===== src/rtl/exc_pkg.sv =====
package exc_pkg;
    localparam int XLEN_D   = 32;
    localparam int CODE_W_D = 5;
    localparam int REGION_W = 2;

    typedef enum logic [REGION_W-1:0] {
        RGN_USER   = 2'd0,
        RGN_SUPER  = 2'd1,
        RGN_RSVD   = 2'd2,
        RGN_KERNEL = 2'd3
    } region_e;

    typedef struct packed {
        logic          in_delay;
        logic [31:0]   pc;
    } fault_t;

    // Extended refill is chosen only by the enable of the faulting region
    function automatic logic wants_xrefill(region_e rgn, logic ux, logic sx, logic kx);
        case (rgn)
            RGN_USER:   return ux;
            RGN_SUPER:  return sx;
            RGN_KERNEL: return kx;
            default:    return 1'b0;
        endcase
    endfunction
endpackage


===== src/rtl/exc_vec_sel.sv =====
module exc_vec_sel #(
    parameter int          XLEN       = 32,
    parameter logic [31:0] BASE_NORM  = 32'h8000_0000,
    parameter logic [31:0] BASE_BOOT  = 32'hBFC0_0200,
    parameter logic [31:0] OFF_GEN    = 32'h0000_0180,
    parameter logic [31:0] OFF_XREF   = 32'h0000_0080,
    parameter int          INST_BYTES = 4
) (
    input  logic            bev,
    input  logic            refill,
    input  logic            xrefill,
    output logic [XLEN-1:0] vec_pc,
    output logic [XLEN-1:0] vec_npc
);
    logic [XLEN-1:0] base;
    logic [XLEN-1:0] offset;

    always_comb begin
        base = bev ? XLEN'(BASE_BOOT) : XLEN'(BASE_NORM);
        if (!refill)
            offset = XLEN'(OFF_GEN);
        else if (xrefill)
            offset = XLEN'(OFF_XREF);
        else
            offset = '0;
        vec_pc  = base + offset;
        vec_npc = base + offset + XLEN'(INST_BYTES);
    end
endmodule


===== src/rtl/exc_epc_sel.sv =====
module exc_epc_sel #(
    parameter int XLEN       = 32,
    parameter int INST_BYTES = 4
) (
    input  logic [XLEN-1:0] pc,
    input  logic            in_delay,
    output logic [XLEN-1:0] epc_cand,
    output logic            bd
);
    always_comb begin
        bd       = in_delay;
        epc_cand = in_delay ? (pc - XLEN'(INST_BYTES)) : pc;
    end
endmodule


===== src/rtl/exc_ctrl_regs.sv =====
module exc_ctrl_regs #(
    parameter int XLEN   = 32,
    parameter int CODE_W = 5
) (
    input  logic              clk,
    input  logic              rst,
    input  logic              accept,
    input  logic              exl_now,
    input  logic [CODE_W-1:0] code_in,
    input  logic              bd_in,
    input  logic [XLEN-1:0]   epc_in,
    output logic [XLEN-1:0]   epc_q,
    output logic [CODE_W-1:0] code_q,
    output logic              bd_q,
    output logic              exl_set_q
);
    always_ff @(posedge clk) begin
        if (rst) begin
            epc_q     <= '0;
            code_q    <= '0;
            bd_q      <= 1'b0;
            exl_set_q <= 1'b0;
        end else begin
            exl_set_q <= accept && !exl_now;
            if (accept) begin
                code_q <= code_in;
                bd_q   <= bd_in;
                if (!exl_now)
                    epc_q <= epc_in;
            end
        end
    end

    // nested exception keeps the saved PC and raises no strobe
    assert_nested_keep_R5: assert property (@(posedge clk) disable iff (rst)
        (accept && exl_now) |=> ($stable(epc_q) && !exl_set_q));

    // first-level exception captures the candidate
    assert_first_capture_R5: assert property (@(posedge clk) disable iff (rst)
        (accept && !exl_now) |=> (epc_q == $past(epc_in) && exl_set_q));

    // accepted code lands in the cause field
    assert_code_load_R3: assert property (@(posedge clk) disable iff (rst)
        accept |=> (code_q == $past(code_in) && bd_q == $past(bd_in)));
endmodule


===== src/rtl/exc_entry_seq.sv =====
module exc_entry_seq
    import exc_pkg::*;
#(
    parameter int XLEN       = XLEN_D,
    parameter int CODE_W     = CODE_W_D,
    parameter int INST_BYTES = 4
) (
    input  logic              clk,
    input  logic              rst,
    input  logic              exc_req,
    input  logic [CODE_W-1:0] exc_code,
    input  logic              exc_refill,
    input  logic [XLEN-1:0]   exc_pc,
    input  logic              exc_in_delay,
    input  logic              sr_bev,
    input  logic              sr_exl,
    input  logic              sr_erl,
    input  logic              sr_ux,
    input  logic              sr_sx,
    input  logic              sr_kx,
    input  logic [1:0]        fault_region,
    output logic              taken,
    output logic [XLEN-1:0]   redirect_pc,
    output logic [XLEN-1:0]   redirect_npc,
    output logic              exl_set,
    output logic [XLEN-1:0]   epc,
    output logic [CODE_W-1:0] cause_code,
    output logic              cause_bd
);
    logic            accept;
    logic            use_xref;
    logic [XLEN-1:0] vec_pc;
    logic [XLEN-1:0] vec_npc;
    logic [XLEN-1:0] epc_cand;
    logic            bd_cand;

    assign accept   = exc_req && !sr_erl;
    assign use_xref = wants_xrefill(region_e'(fault_region), sr_ux, sr_sx, sr_kx);

    exc_vec_sel #(.XLEN(XLEN), .INST_BYTES(INST_BYTES)) u_vec (
        .bev     (sr_bev),
        .refill  (exc_refill),
        .xrefill (use_xref),
        .vec_pc  (vec_pc),
        .vec_npc (vec_npc)
    );

    exc_epc_sel #(.XLEN(XLEN), .INST_BYTES(INST_BYTES)) u_epc (
        .pc       (exc_pc),
        .in_delay (exc_in_delay),
        .epc_cand (epc_cand),
        .bd       (bd_cand)
    );

    exc_ctrl_regs #(.XLEN(XLEN), .CODE_W(CODE_W)) u_regs (
        .clk       (clk),
        .rst       (rst),
        .accept    (accept),
        .exl_now   (sr_exl),
        .code_in   (exc_code),
        .bd_in     (bd_cand),
        .epc_in    (epc_cand),
        .epc_q     (epc),
        .code_q    (cause_code),
        .bd_q      (cause_bd),
        .exl_set_q (exl_set)
    );

    always_ff @(posedge clk) begin
        if (rst) begin
            taken        <= 1'b0;
            redirect_pc  <= '0;
            redirect_npc <= '0;
        end else begin
            taken <= accept;
            if (accept) begin
                redirect_pc  <= vec_pc;
                redirect_npc <= vec_npc;
            end
        end
    end

    // error level blocks every state change
    assert_erl_ignore_R2: assert property (@(posedge clk) disable iff (rst)
        (exc_req && sr_erl) |=> (!taken && !exl_set && $stable(epc)
                                 && $stable(cause_code) && $stable(redirect_pc)));

    // taken follows only accepted requests
    assert_taken_pulse_R3: assert property (@(posedge clk) disable iff (rst)
        !(exc_req && !sr_erl) |=> !taken);

    // next-PC is one instruction past the vector
    assert_npc_step_R9: assert property (@(posedge clk) disable iff (rst)
        taken |-> (redirect_npc == redirect_pc + XLEN'(INST_BYTES)));

    // delay-slot flag tracks the request
    assert_bd_track_R4: assert property (@(posedge clk) disable iff (rst)
        accept |=> (cause_bd == $past(exc_in_delay)));
endmodule


===== config.mk =====
export PLATFORM = sky130hd
export DESIGN_NAME = exc_entry_seq
export DESIGN_NICKNAME = d
export VERILOG_FILES = /design/src/rtl/exc_pkg.sv /design/src/rtl/exc_vec_sel.sv /design/src/rtl/exc_epc_sel.sv /design/src/rtl/exc_ctrl_regs.sv /design/src/rtl/exc_entry_seq.sv
export SDC_FILE = /design/constraint.sdc
export NUM_CORES = 1
export LEC_CHECK = 0
export CAP_MARGIN = 20
export CORE_MARGIN = 3
export CORE_UTILIZATION = 39
export DETAILED_ROUTE_END_ITERATION = 12
export PLACE_DENSITY_LB_ADDON = 0.25
export SLEW_MARGIN = 10
export SYNTH_ARGS = -nofsm -noshare
export SYNTH_HDL_FRONTEND = slang
export SYNTH_SLANG_ARGS = --single-unit

===== constraint.sdc =====
create_clock -name clk -period 2.45 [get_ports clk]
set_input_delay 0.6125 -clock clk [delete_from_list [all_inputs] [get_ports clk]]
set_output_delay 0.6125 -clock clk [all_outputs]
set_load 0.02 [all_outputs]

==> qor.txt, run 1 <==
largest family of logic cells by synthesized area: simple AND/OR/NAND/NOR gates
initial antenna violation count: 0
clock-pin slew on the worst setup and hold paths: 0.08 ns
status: completed
Residual DRC: 0
Final nets: 510
mux contribution to synthesized area: 0.371%
critical path class: input pin to flip-flop
Cell Pwr Density: 425 nW/µm²
Slew Limit Fails: 0
core area: 6530 µm²
final setup margin: 0.0689 ns
Seq/Total Area, Yosys: 32.6%
layout cell share with drive strength beyond 1: 17.0%
CP cell instances: clkdlybuf4s50_1 > nor4_2 > buf_4 > nand4b_1 > buf_4 > or4_1 > a311oi_2
Slowest Stage Delay on Critical Path: 0.49 ns
Final Power: 1720 µW
mean post-synth cell area: 8.31 µm²
CP bufs+invs: 3
wire per inst: 13.9 µm
crit start category: input pin
worst skew pair latency: 0.29 ns
yosys warns: 0
Max VDD drop: 0.246 mV
row count: 29
commonest non-fill, non-tap cell in the layout: clkdlybuf4s50_1
count of final hold-check violations: 0
Post-DRT Antenna Nets: 0
post-synthesis xor/xnor area fraction: 3.57%
Worst-Margin Slew: 0.505 ns
synthesized instance count: 325
Post-Place Setup Slack: -0.393 ns
Hold Path Class: flip-flop to flip-flop
crit-path max FO: 9
RePlAce Congestion: 0.772
post-synth top area share: 32.6%
die width: 89.2 µm
DR iter-0 viols: 73
Synth cell types: 45
complex-gate fraction of the synthesized area: 15.4%
CTS Sinks: 44
Synth area leaders: dfxtp_1 (33%), buf_4 (17%), nor2_1 (5.3%), a311oi_1 (4.9%), or4_1 (3.9%)
CP max stage cell: or4_1
Pre-antenna DRT Iters: 4
first-pass GRT wire length: 11600 µm
WP data arrival: 2.59 ns
CTS max path bufs: 2
Worst path top cell family by delay: simple AND/OR/NAND/NOR gates
ys flop type: dfxtp_1
Filler Cells Inserted: 590
hpwl dp: 5750 µm
# diodes: 0
Post-Synth Simple-Gate Area: 25.2%
Hold Buf Count CTS: 0
Starting Density: 41.3%
post-synthesis adder-cell area fraction: 0.463%
port bufs: 114
htree depth: 2
vias per std cell: 5.08
vias in the first global route: 2630
max_cap viols: 0
Die H: 89.2 µm
CTS tree: built
final WL: 7430 µm
most frequent cells in the layout: clkdlybuf4s50_1 (110), buf_4 (52), dfxtp_1 (44), conb_1 (39), nor2_1 (38)
Layout area overhead: 49.5%
# setup viols final: 0
I/O pins: 154
ys async rst share: 0%
max_slew headroom: 66.3%
TritonCTS buffer count: 5
area leader, netlist: dfxtp_1
EDFF count, synth: 0
worst endpoint required time: 2.66 ns
Vias: 2724
largest net degree at the start of global routing: 62
gr usage total: 18.2%
Post-Syn Area: 2700 µm²
unrepaired setup endpoints after global routing: false
CTS root buf: clkbuf_8
cell mode on critical path: buf_4
Leakage: 0.00148 µW
Worst setup EP type: flip-flop
grt total ovfl: 0
Fmax: 0.420 GHz
Final Skew: 0 ns
final worst path period need: 2.38 ns
die area: 7960 µm²
Yosys reg bits: 44
Tcrit/Tclk final: 97.2%
## power by group
| group | switching (µW) | internal, µW |
|---|---|---|
| clock network | 246 | 194 |
| registers | 22.1 | 751 |
| logic | 262 | 242 |
| total | 530 | 1190 |
## cells in the mapped netlist, types with 2 or more instances
cell type  number
buf_4          60
dfxtp_1        44
nor2_1         38
nand2_1        27
a311oi_1       15
or4_1          14
a211oi_1       12
o31ai_1        11
a21oi_1        10
clkbuf_1       10
nor3_1          7
or3_1           7
xnor2_1         7
nor4_1          6
o21ai_0         6
clkbuf_8        5
inv_1           4
nand3_1         4
nand4_1         4
xor2_1          4
and3_1          2
and4_1          2
buf_6           2
nor3b_1         2
or2_2           2
## area by class of cell
type	count	area (µm²)	area share (%)
repair buffers	167	1550	38.3
multi-input cells	237	1420	35.2
flip-flops and latches	44	881	21.8
well taps	77	96.3	2.39
clock buffers	6	72.6	1.80
inverters	4	15.0	0.372
clock inverters	1	5.00	0.124
## worst paths after layout
path / from / end / slack, ns / cells past startpoint
min reg2reg: u_regs.code_q[3] / u_regs.code_q[3] / 0.46 / 2
max: exc_pc[24] / u_regs.epc_q[28] / 0.07 / 7
min: u_regs.code_q[3] / u_regs.code_q[3] / 0.46 / 2
max reg2reg: redirect_pc[29] / redirect_pc[29] / 1.50 / 2
## metrics by stage
step           cell area (µm²)  TNS [ns]  utilization [%]  hold WS (ns)  std cells
2_1_floorplan             2840         0                -         0.530        363
3_5_place_dp              3910     -3.69             59.9         0.449        529
4_1_cts                   3990         0             61.1         0.461        536
5_1_grt                   4040         0             61.8         0.481        536
6_report                  4040         0             61.8         0.460        536
3_3_place_gp              3910     -2.95             59.9         0.442        529
## worst min-delay path, stage by stage, from the launching register on
cell and delay, ns:
dfxtp_1 0.31, nand2_1 0.05, a21oi_1 0.05
## flip-flops by register name, indices dropped and copies added, names as in the netlist
register	cells
redirect_npc	1
redirect_pc	3
taken	1
u_regs.bd_q	1
u_regs.code_q	5
u_regs.epc_q	32
u_regs.exl_set_q	1
## kinds of logic (layout without fill, tap and decap cells)
kind of cell    Yosys count  after routing
simple gates            127            127
buf+inv                  82            178
compound gates           58             58
flops                    44             44
xor+xnor                 11             11
fa+ha+maj                 1              1
other cells               1             39
mux                       1              1
## layer usage
metal / GRT usage [%] / part of all wire (%) / up-vias
li1: - / - / 1344
met1: 21.5 / 41 / 1273
met2: 33.4 / 51 / 100
met3: 3.23 / 6.4 / 7
met4: 5.41 / 1.4 / 0
met5: 0 / 0 / -
## repair_timing
action	4_1_cts	5_1_grt
setup buffers	0	0
gates resized for setup	6	7
endpoints found under the setup margin	4	14
pin swaps	3	0
(Power assumes the default switching activity.)
==> inputs of run 2 (changes only) <==
CORE_MARGIN = 4   (was 3)
==> run 2 against run 1 <==
  * Clock power up 38%
  * Cell count is 1.5% higher
  * Sequential cell count did not move
  * Clock skew is the same
  * Clock-buffer cell count rose by 1
==> qor.txt, run 2 (same netlist as run 1, synthesis figures left out) <==
met3 Use GR: 5.39%
I/O pins: 154
Post-DRT Antenna Nets: 0
RePlAce Congestion: 0.788
Max VDD drop: 0.228 mV
final worst path period need: 2.40 ns
htree depth: 2
crit start category: input pin
GRT busiest layer: met2
port bufs: 114
placed cell count: 536
most frequent cells in the layout: clkdlybuf4s50_1 (110), buf_4 (56), dfxtp_1 (44), conb_1 (39), nor2_1 (38)
met2 Track Usage GR: 29.3%
Top reg by flops: u_regs.epc_q
gr usage total: 16.9%
worst endpoint required time: 2.66 ns
placed inst area: 3940 µm²
Final Skew: 0 ns
worst min-delay path startpoint: u_regs.bd_q
max_slew headroom: 66.2%
FF-to-FF path depth: 2
count of final hold-check violations: 0
vias in the first global route: 2474
CTS max path bufs: 2
DR iter-0 viols: 63
FF-to-FF End: redirect_pc[29]
Final nets: 514
Util after Layout: 61.0%
max_cap viols: 0
Tcrit/Tclk final: 98.1%
clock-pin slew on the worst setup and hold paths: 0.08 ns
Final Hold Slack: 0.458 ns
CTS root buf: clkbuf_8
Slew Limit Fails: 0
Largest regs: u_regs.epc_q (32), u_regs.code_q (5), redirect_pc (3)
WP data arrival: 2.62 ns
Starting Density: 40.0%
GRT met1 Usage: 20.3%
final instance area: 4120 µm²
Pre-antenna DRT Iters: 4
crit-path max FO: 4
core area: 6760 µm²
Vias: 2699
commonest non-fill, non-tap cell in the layout: clkdlybuf4s50_1
Hold Buf Count CTS: 0
Worst setup EP type: flip-flop
layout cell share with drive strength beyond 1: 18.5%
initial antenna violation count: 0
Die H: 91.2 µm
r2r startpoint: redirect_pc[29]
R2R Setup Slk: 1.50 ns
Residual DRC: 0
row count: 30
# setup viols final: 0
CTS Sinks: 44
# diodes: 0
vias per std cell: 4.96
wire per inst: 13.8 µm
die area: 8320 µm²
CTS tree: built
first-pass GRT wire length: 11700 µm
Non-Filler Instances: 544
Leakage: 0.00154 µW
TritonCTS buffer count: 5
die width: 91.2 µm
final WL: 7510 µm
Cell Pwr Density: 457 nW/µm²
largest net degree at the start of global routing: 45
crit path to: u_regs.epc_q[31]
grt total ovfl: 0
Layout area overhead: 52.7%
Hold Path Class: flip-flop to flip-flop
hpwl dp: 5780 µm
critical path class: input pin to flip-flop
number of post-CTS setup repair buffers: 0
worst setup path startpoint: exc_pc[28]
status: completed
worst skew pair latency: 0.29 ns
max reg flops: 32
Setup TNS Final: 0 ns
Fmax: 0.416 GHz
Worst-Margin Slew: 0.507 ns
[run 2: critical path: stages]
cell             delay (ns)
clkdlybuf4s50_1        0.42
or4_4                  0.56
or3_1                  0.34
or4_1                  0.43
a311oi_2               0.24
[run 2: layout make-up]
type                    instances  area [µm²]
clock buffers                   7        96.3
multi-input cells             237        1420
clock inverters                 1        30.0
inverters                       4        15.0
flip-flops and latches         44         881
repair buffers                171        1580
well taps                      80         100
fillers                       606        2630
[run 2: power breakdown]
part,internal [µW],switching (µW),total (µW)
clock,360,248,608
sequential,751,21.7,773
combinational,244,262,506
total,1350,532,1890
[run 2: repair_timing]
item / 4_1_cts / 5_1_grt
setup endpoints to repair: 3 / 8
cloned: 0 / 0
pin swaps: 1 / 1
hold endpoints to repair: 0 / 0
gates resized for setup: 3 / 10
[run 2: per-layer routing]
metal  part of all wire (%)  up-vias
li1                       -     1353
met4                    1.3        0
met1                     42     1238
met3                    7.2       10
met5                      0        -
met2                     49       98
[run 2: worst min-delay path by stage]
stage / endpoint / slack (ns) / cells after the start
2_1_floorplan: u_regs.epc_q[3] / 0.53 / 2
3_3_place_gp: u_regs.epc_q[1] / 0.44 / 2
3_5_place_dp: u_regs.code_q[4] / 0.45 / 2
4_1_cts: u_regs.code_q[4] / 0.46 / 2
5_1_grt: u_regs.epc_q[0] / 0.48 / 2
6_report: u_regs.bd_q / 0.46 / 2
[run 2: metrics by stage]
step           setup WS (ns)  total power [µW]
3_3_place_gp          -0.350              1280
3_5_place_dp          -0.371              1290
6_report              0.0455              1890
4_1_cts              0.00138              1900
2_1_floorplan          0.177              1090
5_1_grt             -0.00130              1980
